==> src/rtl/ecp_rx_pkg.sv <==
package ecp_rx_pkg;
    typedef enum logic [2:0] {
        HS_OFF,
        HS_WAIT,
        HS_ACK,
        HS_TERM,
        HS_FWD,
        HS_ABORT
    } hs_state_e;

    localparam logic [2:0] MODE_FIFO = 3'd3;
    localparam logic [1:0] A_CTRL = 2'd0;
    localparam logic [1:0] A_FIFO = 2'd1;
    localparam logic [1:0] A_THR  = 2'd2;
    localparam logic [1:0] A_RES  = 2'd3;
endpackage

==> src/rtl/ecp_sync.sv <==
module ecp_sync #(
    parameter int          W      = 2,
    parameter logic [W-1:0] RSTVAL = '1
) (
    input  logic         clk,
    input  logic         rst_n,
    input  logic [W-1:0] d,
    output logic [W-1:0] q
);
    typedef struct packed {
        logic [W-1:0] s1;
        logic [W-1:0] s2;
    } sync_s;

    sync_s st_d, st_q;

    always_comb begin
        st_d.s1 = d;
        st_d.s2 = st_q.s1;
    end

    always_ff @(posedge clk or negedge rst_n) begin
        if (!rst_n) st_q <= '{s1: RSTVAL, s2: RSTVAL};
        else        st_q <= st_d;
    end

    assign q = st_q.s2;
endmodule

==> src/rtl/ecp_fifo.sv <==
module ecp_fifo #(
    parameter int W     = 8,
    parameter int DEPTH = 16,
    localparam int AW   = $clog2(DEPTH),
    localparam int CW   = $clog2(DEPTH + 1)
) (
    input  logic          clk,
    input  logic          rst_n,
    input  logic          clr,
    input  logic          push,
    input  logic [W-1:0]  wdata,
    input  logic          pop,
    output logic [W-1:0]  rdata,
    output logic [CW-1:0] count,
    output logic          empty,
    output logic          full
);
    typedef struct packed {
        logic [AW-1:0] wp;
        logic [AW-1:0] rp;
        logic [CW-1:0] cnt;
    } fifo_s;

    fifo_s f_d, f_q;
    logic [W-1:0] mem_q [DEPTH];
    logic do_push, do_pop;

    assign empty   = (f_q.cnt == '0);
    assign full    = (f_q.cnt == CW'(DEPTH));
    assign do_push = push && !full && !clr;
    assign do_pop  = pop && !empty && !clr;

    always_comb begin
        f_d = f_q;
        if (clr) begin
            f_d = '0;
        end else begin
            if (do_push) f_d.wp = (f_q.wp == AW'(DEPTH - 1)) ? '0 : f_q.wp + 1'b1;
            if (do_pop)  f_d.rp = (f_q.rp == AW'(DEPTH - 1)) ? '0 : f_q.rp + 1'b1;
            if (do_push && !do_pop)      f_d.cnt = f_q.cnt + 1'b1;
            else if (do_pop && !do_push) f_d.cnt = f_q.cnt - 1'b1;
        end
    end

    always_ff @(posedge clk or negedge rst_n) begin
        if (!rst_n) f_q <= '0;
        else        f_q <= f_d;
    end

    always_ff @(posedge clk) begin
        if (do_push) mem_q[f_q.wp] <= wdata;
    end

    assign rdata = empty ? '0 : mem_q[f_q.rp];
    assign count = f_q.cnt;

    a_r3_no_push_when_full: assert property (@(posedge clk) disable iff (!rst_n)
        (push && !clr) |-> !full);
    a_r5_pop_decrements: assert property (@(posedge clk) disable iff (!rst_n)
        (pop && !empty && !push && !clr) |=> (count == $past(count) - 1'b1));
    a_r5_empty_pop_idle: assert property (@(posedge clk) disable iff (!rst_n)
        (pop && empty && !push) |=> empty);
endmodule

==> src/rtl/ecp_hs_fsm.sv <==
module ecp_hs_fsm
    import ecp_rx_pkg::*;
#(
    parameter int TIMEOUT = 200,
    localparam int TW     = $clog2(TIMEOUT + 1)
) (
    input  logic clk,
    input  logic rst_n,
    input  logic en,
    input  logic stop,
    input  logic nack_s,
    input  logic perr_s,
    input  logic fifo_full,
    output logic push,
    output logic done,
    output logic host_ack,
    output logic init_line,
    output logic is_fwd,
    output logic is_abort
);
    typedef struct packed {
        hs_state_e     st;
        logic [TW-1:0] cnt;
    } fsm_s;

    fsm_s s_d, s_q;

    always_comb begin
        s_d  = s_q;
        push = 1'b0;
        done = 1'b0;
        if (!en) begin
            s_d.st  = HS_OFF;
            s_d.cnt = '0;
        end else begin
            unique case (s_q.st)
                HS_OFF: begin
                    s_d.st  = HS_WAIT;
                    s_d.cnt = '0;
                end
                HS_WAIT: begin
                    if (stop) begin
                        s_d.st  = HS_TERM;
                        s_d.cnt = '0;
                    end else if (!nack_s) begin
                        push    = 1'b1;
                        s_d.st  = HS_ACK;
                        s_d.cnt = '0;
                    end
                end
                HS_ACK: begin
                    if (stop) begin
                        s_d.st  = HS_TERM;
                        s_d.cnt = '0;
                    end else if (nack_s) begin
                        s_d.cnt = '0;
                        if (!fifo_full) s_d.st = HS_WAIT;
                    end else if (s_q.cnt == TW'(TIMEOUT - 1)) begin
                        s_d.st = HS_ABORT;
                    end else begin
                        s_d.cnt = s_q.cnt + 1'b1;
                    end
                end
                HS_TERM: begin
                    if (perr_s) begin
                        s_d.st = HS_FWD;
                        done   = 1'b1;
                    end else if (s_q.cnt == TW'(TIMEOUT - 1)) begin
                        s_d.st = HS_ABORT;
                    end else begin
                        s_d.cnt = s_q.cnt + 1'b1;
                    end
                end
                default: s_d = s_q;
            endcase
        end
    end

    always_ff @(posedge clk or negedge rst_n) begin
        if (!rst_n) s_q <= '{st: HS_OFF, cnt: '0};
        else        s_q <= s_d;
    end

    assign host_ack  = (s_q.st != HS_WAIT);
    assign init_line = !(s_q.st == HS_WAIT || s_q.st == HS_ACK);
    assign is_fwd    = (s_q.st == HS_FWD);
    assign is_abort  = (s_q.st == HS_ABORT);

    a_r2_push_raises_ack: assert property (@(posedge clk) disable iff (!rst_n)
        push |=> host_ack);
    a_r3_hold_when_full: assert property (@(posedge clk) disable iff (!rst_n)
        (s_q.st == HS_ACK && fifo_full && en && !stop) |=> host_ack);
    a_r7_fwd_needs_perr: assert property (@(posedge clk) disable iff (!rst_n)
        $rose(is_fwd) |-> $past(perr_s));
    a_r8_abort_after_wait: assert property (@(posedge clk) disable iff (!rst_n)
        $rose(is_abort) |-> ($past(s_q.cnt) == TW'(TIMEOUT - 1)));
endmodule

==> src/rtl/ecp_rev_rx.sv <==
module ecp_rev_rx
    import ecp_rx_pkg::*;
#(
    parameter int DEPTH   = 16,
    parameter int TIMEOUT = 200,
    localparam int CW     = $clog2(DEPTH + 1),
    localparam int THW    = $clog2(DEPTH)
) (
    input  logic       clk,
    input  logic       rst_n,
    input  logic       nack_in,
    input  logic       perr_in,
    input  logic [7:0] pdata_in,
    output logic       host_ack_out,
    output logic       init_out,
    input  logic [1:0] bus_addr,
    input  logic       bus_wr,
    input  logic       bus_rd,
    input  logic [7:0] bus_wdata,
    output logic [7:0] bus_rdata,
    output logic       irq
);
    typedef struct packed {
        logic [2:0]     mode;
        logic [THW-1:0] thr;
        logic           svc;
        logic [CW-1:0]  res;
        logic           irq;
    } regs_s;

    regs_s r_d, r_q;

    logic [1:0]    syn_q;
    logic          nack_s, perr_s;
    logic          en, stop, push, done, pop;
    logic          ctrl_wr, arm;
    logic          f_empty, f_full, fwd, abrt;
    logic [7:0]    f_rdata;
    logic [CW-1:0] f_count;

    ecp_sync #(.W(2), .RSTVAL(2'b11)) u_sync (
        .clk(clk), .rst_n(rst_n), .d({perr_in, nack_in}), .q(syn_q)
    );
    assign nack_s = syn_q[0];
    assign perr_s = syn_q[1];

    assign en      = (r_q.mode == MODE_FIFO);
    assign ctrl_wr = bus_wr && (bus_addr == A_CTRL);
    assign arm     = ctrl_wr && !bus_wdata[2];
    assign stop    = ctrl_wr && bus_wdata[4] && (bus_wdata[7:5] == MODE_FIFO);
    assign pop     = bus_rd && (bus_addr == A_FIFO) && en;

    ecp_hs_fsm #(.TIMEOUT(TIMEOUT)) u_fsm (
        .clk(clk), .rst_n(rst_n), .en(en), .stop(stop),
        .nack_s(nack_s), .perr_s(perr_s), .fifo_full(f_full),
        .push(push), .done(done), .host_ack(host_ack_out),
        .init_line(init_out), .is_fwd(fwd), .is_abort(abrt)
    );

    ecp_fifo #(.W(8), .DEPTH(DEPTH)) u_fifo (
        .clk(clk), .rst_n(rst_n), .clr(!en), .push(push), .wdata(pdata_in),
        .pop(pop), .rdata(f_rdata), .count(f_count),
        .empty(f_empty), .full(f_full)
    );

    always_comb begin
        r_d     = r_q;
        r_d.irq = 1'b0;
        if (ctrl_wr) r_d.mode = bus_wdata[7:5];
        if (bus_wr && bus_addr == A_THR) r_d.thr = bus_wdata[THW-1:0];
        if (arm) begin
            r_d.svc = 1'b0;
        end else if (!r_q.svc && en && (f_count >= CW'(r_q.thr))) begin
            r_d.svc = 1'b1;
            r_d.irq = 1'b1;
        end
        if (!en)       r_d.res = '0;
        else if (done) r_d.res = f_count;
    end

    always_ff @(posedge clk or negedge rst_n) begin
        if (!rst_n) r_q <= '{mode: 3'd0, thr: '0, svc: 1'b1, res: '0, irq: 1'b0};
        else        r_q <= r_d;
    end

    always_comb begin
        unique case (bus_addr)
            A_CTRL:  bus_rdata = {r_q.mode, fwd, abrt, r_q.svc, f_full, f_empty};
            A_FIFO:  bus_rdata = f_rdata;
            A_THR:   bus_rdata = 8'(r_q.thr);
            default: bus_rdata = 8'(r_q.res);
        endcase
    end

    assign irq = r_q.irq;

    a_r9_leave_clears: assert property (@(posedge clk) disable iff (!rst_n)
        !en |=> f_empty);
    a_r6_flag_sticky: assert property (@(posedge clk) disable iff (!rst_n)
        (r_q.svc && !arm) |=> r_q.svc);
    a_r6_irq_on_set: assert property (@(posedge clk) disable iff (!rst_n)
        irq |-> ($past(r_q.svc) == 1'b0 && r_q.svc));
    a_r4_full_empty_excl: assert property (@(posedge clk) disable iff (!rst_n)
        !(f_full && f_empty));
endmodule

==> config.mk <==
export PLATFORM = sky130hd
export DESIGN_NAME = ecp_rev_rx
export DESIGN_NICKNAME = d
export VERILOG_FILES = /design/src/rtl/ecp_rx_pkg.sv /design/src/rtl/ecp_sync.sv /design/src/rtl/ecp_fifo.sv /design/src/rtl/ecp_hs_fsm.sv /design/src/rtl/ecp_rev_rx.sv
export SDC_FILE = /design/constraint.sdc
export NUM_CORES = 1
export LEC_CHECK = 0
export CAP_MARGIN = 15
export CORE_MARGIN = 1
export CORE_UTILIZATION = 60
export DETAILED_ROUTE_END_ITERATION = 6
export PLACE_DENSITY = 0.85
export SETUP_SLACK_MARGIN = 0.1
export SKIP_CTS_REPAIR_TIMING = 1
export SLEW_MARGIN = 20
export SYNTH_ARGS = -nofsm -noshare
export SYNTH_HDL_FRONTEND = slang
export SYNTH_SLANG_ARGS = --single-unit
==> constraint.sdc <==
create_clock -name clk -period 3.16 [get_ports clk]
set_clock_uncertainty 0.05 [all_clocks]
set_input_delay 0.632 -clock clk [delete_from_list [all_inputs] [get_ports clk]]
set_output_delay 0.632 -clock clk [all_outputs]
set_load 0.1 [all_outputs]
# Yosys cells after proc, flatten, opt, wreduce, memory -nomap -nowiden
# Memory sizes are Yosys's and may differ from the RTL's.
# Cells that the tools add are included.
# W data, S select, Z words.
[totals] regBits=42 wordCells=105 n_memories=1 input_bits=24 mem_bits_rw=128
[op_classes] muxes=35 n_addsub=5 reduce_logical=29 n_eq_ne=22 magnitude_cmp=1
[memory_table] memory="u_fifo.mem_q" depth=16 width=8 rd=1 rd_clocked_by_memory_dff=0 wr=1 line_no="ecp_fifo.sv:25" rtl="logic [W-1:0] mem_q [DEPTH];"
[op_table] operator="$mux W11" n=5
[op_table] operator="$pmux W11 S4" n=1
[op_table] operator="$mux W8" n=3
[op_table] operator="$pmux W8 S3" n=1
[op_table] operator="$mux W5" n=4
[op_table] operator="$mux W4" n=4
[op_table] operator="$logic_and A1 B1 Y1" n=15
[op_table] operator="$mux W1" n=13
[op_table] operator="$mux W13" n=1
[op_table] operator="$eq A3 B2 Y1 const B" n=4
[op_table] operator="$mux W3" n=3
[op_table] operator="$add A4 B1 Y4 const B" n=2
[op_table] operator="$add A8 B1 Y8 const B" n=1
[op_table] operator="$eq A4 B4 Y1 const B" n=2
[op_table] operator="$eq A8 B8 Y1 const B" n=1
[op_table] operator="$logic_not A1 Y1" n=7
[op_table] operator="$eq A3 B3 Y1 const B" n=2
[op_table] operator="$ne A2 B1 Y1 const B" n=3
[op_table] operator="$ne A3 B1 Y1 const B" n=2
[op_table] operator="$reduce_and A3 Y1" n=2
[op_table] operator="$add A5 B1 Y5 const B" n=1
[op_table] operator="$eq A5 B5 Y1 const B" n=1
[op_table] operator="$ge A5 B4 Y1" n=1
[op_table] operator="$logic_not A5 Y1" n=1
[op_table] operator="12 further kinds" n=12

# Depth between registers and ports, before layout
[logic_depth] ltp_word=14 ltp_mapped=11 ltp_nobuf=10

# Modules after synthesis
# A second synthesis with hierarchy kept.
[hier_totals] hier_cells=499 hier_area_um2=7652.3
[modules_own_cells] module="ecp_fifo" instances=1 cells_per_inst=324 area_each_um2=5868.1
[modules_own_cells] module="ecp_rev_rx" instances=1 cells_per_inst=82 area_each_um2=873.3
[modules_own_cells] module="ecp_hs_fsm" instances=1 cells_per_inst=89 area_each_um2=805.8
[modules_own_cells] module="ecp_sync" instances=1 cells_per_inst=4 area_each_um2=105.1

# Least setup slack after synthesis
# OpenSTA, ideal clock, no wires.
[synth_path] kind="register -> output" start="register u_fifo.f_q (netlist bit u_fifo.count[0])" end="output bus_rdata[0]" stages_incl_launch_ff=5 slack_ns=-0.241 arrival_ns=2.719 n_path_buf=0 path_cell_list="dfrtp_1 or4_4 nor3_1 a21oi_1 o2111ai_1"
[synth_between] elab_chain_len=3
[synth_rtl] element="start: declaration" line_no="ecp_fifo.sv:24" rtl="fifo_s f_d, f_q;"
[synth_rtl] element="start signal: assignment" line_no="ecp_fifo.sv:46" rtl="if (!rst_n) f_q <= '0;"
[synth_rtl] element="start signal: assignment" line_no="ecp_fifo.sv:47" rtl="else f_q <= f_d;"
[synth_rtl] element="$logic_not A5 Y1 *" line_no="ecp_fifo.sv:28" rtl="assign empty = (f_q.cnt == '0);"
[synth_rtl] element="$mux W8" line_no="ecp_fifo.sv:54" rtl="assign rdata = empty ? '0 : mem_q[f_q.rp];"
[synth_rtl] element="$pmux W8 S3 *" line_no="ecp_rev_rx.sv:87" rtl="unique case (bus_addr)"
[synth_rtl] element="end: declaration" line_no="ecp_rev_rx.sv:20" rtl="output logic [7:0] bus_rdata,"
# Mark *: on every way between the ends. The rest lies on a longest branch, timed or not.

# Worst setup path after layout
[layout_path] start="register u_fifo.f_q[5] (netlist bit)" end="output bus_rdata[1]"
[layout_between] elab_chain_len=3
[layout_rtl] element="$mem_v2 Z16 W8"
[layout_rtl] element="$mux W8" line_no="ecp_fifo.sv:54"
[layout_rtl] element="$pmux W8 S3" line_no="ecp_rev_rx.sv:87"
# Every way passes these cells.

==> metrics <==
outcome finished with violations; failing checks negative setup slack; routed via count 4851; net total in the final layout 616; type of the tightest min-delay check in2async; Root Buffer clkbuf_16; mapped cell area 7590 µm²; Mapped Nets 546; CTS tree yes; Final Critical Period 3.19 ns; # DRC 0; RSZ-0062 raised after global routing yes; end point of the critical path bus_rdata[1]; Initial Utilization 62.4%; period utilization 101%; Yosys cell types 67; most frequent cells in the layout edfxtp_1, dfrtp_1, buf_4; Leak 3.32 nW; Worst path top cell family by delay buffers and inverters; met3 WL post-DR 1.11 mm; via/cell ratio 6.39; cell count along the critical path 8; Syn. warnings 0; CP Cell Sequence buf_6 -> buf_12 -> buf_12 -> mux4_2 -> a32o_2 -> nand2_2 -> nand3_2 -> buf_12; CP required 2.48 ns; final wirelength 17.1 mm; Die W 114 µm; wire length on met2 8.79 mm; IO Pins 35; Pre-Repair DR Iteration Count 5; total power 4.84 mW; first-pass GRT wire length 25.7 mm; number of buffers created by CTS 17; Most used DFF post-synth edfxtp_1; site row count 40; CTS Sinks 170; post-route ant nets 0; port buffer count 34; most common cell after layout, fill and taps aside edfxtp_1; core area 12200 µm²; vias in the first global route 4752; initial antenna violation count 0; Worst Setup End Kind primary output; Achievable Freq 0.314 GHz; Metal-1 WL 6.75 mm; Worst Setup SP u_fifo.f_q[5]; Syn Inst Count 508; average cell area after synthesis 14.9 µm²; reg2reg end u_fifo.count[4]; Crit Path Max Fanout 8; CP peak stage delay 0.52 ns; Post-synth EDFFs 128; Die Y 114 µm; gr ovfl total 0; routed len/inst 22.5 µm; crit path kind reg2out; Die Area 13100 µm²; GRT Overall Usage 27.7%; final setup margin -0.0288 ns; antenna cells 0; final setup fails 4; Cell Pwr Density 526 nW/µm²; Pins Over Slew Limit 0; Slew @ Worst Pin 0.942 ns; hpwl dp 10.8 mm; largest net degree at the start of global routing 43; CP Buf/Inv Count 4; Max-slew headroom 37.2%; max-cap violations 0; fraction of layout cells with a size suffix above 1 28.9%; gp weighted congestion 0.933; # H-tree levels 4; Async SR Flop Fraction 24.7%; Synth Register Bits 170; most frequent CP cell buf_12; clock buffer depth 2; worst r2r src u_fsm.s_q[9]; peak supply drop 0.742 mV; final hold vios 0; uppermost layer routed met4; iteration-0 DRC count of the detailed router 468; Synth-to-Final Area Change 21.0%; Worst path slowest cell mux4_2; Worst Setup Start Kind flip-flop; FF-to-FF path depth 8; worst-skew pair later-pin latency 0.43 ns; Fill cells 698; Register-to-Register Setup Slack 0.29 ns; final core occ 75.5%; Arrival @ worst endpoint 2.51 ns; sequential-to-total area share from yosys stat 64.6%; Clk pin slew, worst setup/hold paths 0.06 ns
-- cell families (layout without fill, tap and decap cells) --
family	count (synthesis)	count (layout)	share of synthesized area, %
AOI/OAI and AO/OA	92	92	8.78
adders and majority gates	14	14	2.41
xor gates and xnor gates	4	4	0.462
muxes	43	43	11.1
DFF	170	170	64.6
and+or+nand+nor	143	143	10.4
buffers and inverters	42	125	2.32
-- final cells by class --
cell class	count	area [µm²]	share of cell area, %
inverters	18	67.6	0.735
flip-flops and latches	170	4900	53.4
multi-input cells	296	2640	28.7
clock inverters	12	116	1.27
well taps	168	210	2.29
repair buffers	75	803	8.74
clock buffers	20	447	4.86
-- power by group --
part | internal [mW] | total [mW] | switching, mW
Combinational | 0.146 | 0.399 | 0.253
Clock | 1.11 | 1.96 | 0.851
Sequential | 2.44 | 2.47 | 0.0300
Total | 3.70 | 4.84 | 1.13
-- worst min-delay path by stage --
stage / cells past startpoint / slack, ns / end
after floorplan: 0 / 0.29 / irq
after global placement: 0 / 0.30 / u_sync.q[1]
after detailed placement: 0 / 0.30 / u_sync.q[1]
after CTS: 0 / 0.31 / u_sync.q[1]
after global routing: 0 / 0.31 / u_sync.q[1]
final: 1 / 0.30 / u_fifo.count[0]
-- synthesized netlist by cell type, types with 3 or more instances --
cell	count	share of area (%)
nand2b_1	9	0.74
nand3_1	28	1.8
inv_1	18	0.89
a31oi_1	4	0.33
a22oi_1	6	0.59
nor2b_1	3	0.25
o2111ai_1	3	0.35
clkbuf_1	15	0.74
nor4b_1	4	0.46
nand2_1	35	1.7
a22o_1	6	0.69
mux2_2	8	1.2
nor3_1	3	0.20
o21ai_1	3	0.20
and3_1	6	0.49
mux4_2	32	9.5
nor4_1	4	0.33
a21o_1	11	1.1
nor2_1	25	1.2
o21ai_0	12	0.79
or3_1	3	0.25
o211ai_1	6	0.59
dfrtp_1	37	12
and4_1	3	0.35
nor3b_2	4	0.66
ha_1	13	2.1
a21oi_1	18	1.2
mux2i_1	3	0.40
dfstp_2	5	1.7
edfxtp_1	128	51
buf_2	6	0.40
-- metrics by stage --
| step | hold WS (ns) | worst slack [ns] | TNS [ns] | instance area (µm²) | std cells |
|---|---|---|---|---|---|
| 2_1_floorplan | 0.286 | 0.103 | 0 | 7630 | 508 |
| 3_3_place_gp | 0.297 | 0.102 | 0 | 8350 | 713 |
| 3_5_place_dp | 0.297 | 0.0359 | 0 | 8350 | 713 |
| 4_1_cts | 0.307 | -0.257 | -1.14 | 8910 | 745 |
| 5_1_grt | 0.311 | -0.0911 | -0.410 | 9190 | 759 |
| 6_report | 0.297 | -0.0288 | -0.104 | 9190 | 759 |
-- worst reg2reg max path: stages (launching register included) --
cell       delay, ns
dfrtp_1         0.46
nand2b_4        0.22
a2111oi_4       0.55
nand3_2         0.23
ha_1            0.37
a21o_1          0.20
a211o_1         0.29
o22ai_1         0.18
mux2i_1         0.23
-- layer usage --
metal	track usage, %	vias up
li1	-	2119
met1	34.7	2445
met2	47.4	252
met3	6.93	35
met4	9.61	0
met5	0	-
-- state kept, by name, indices dropped and copies added, names as in the netlist --
signal / cells
u_sync.st_d: 2
u_fsm.s_q: 11
u_fifo.count: 5
irq: 1
u_fifo.f_q: 8
u_fifo.mem_q: 128
u_sync.q: 2
r_q: 13
No activity file was read; power rests on OpenSTA's default activity.
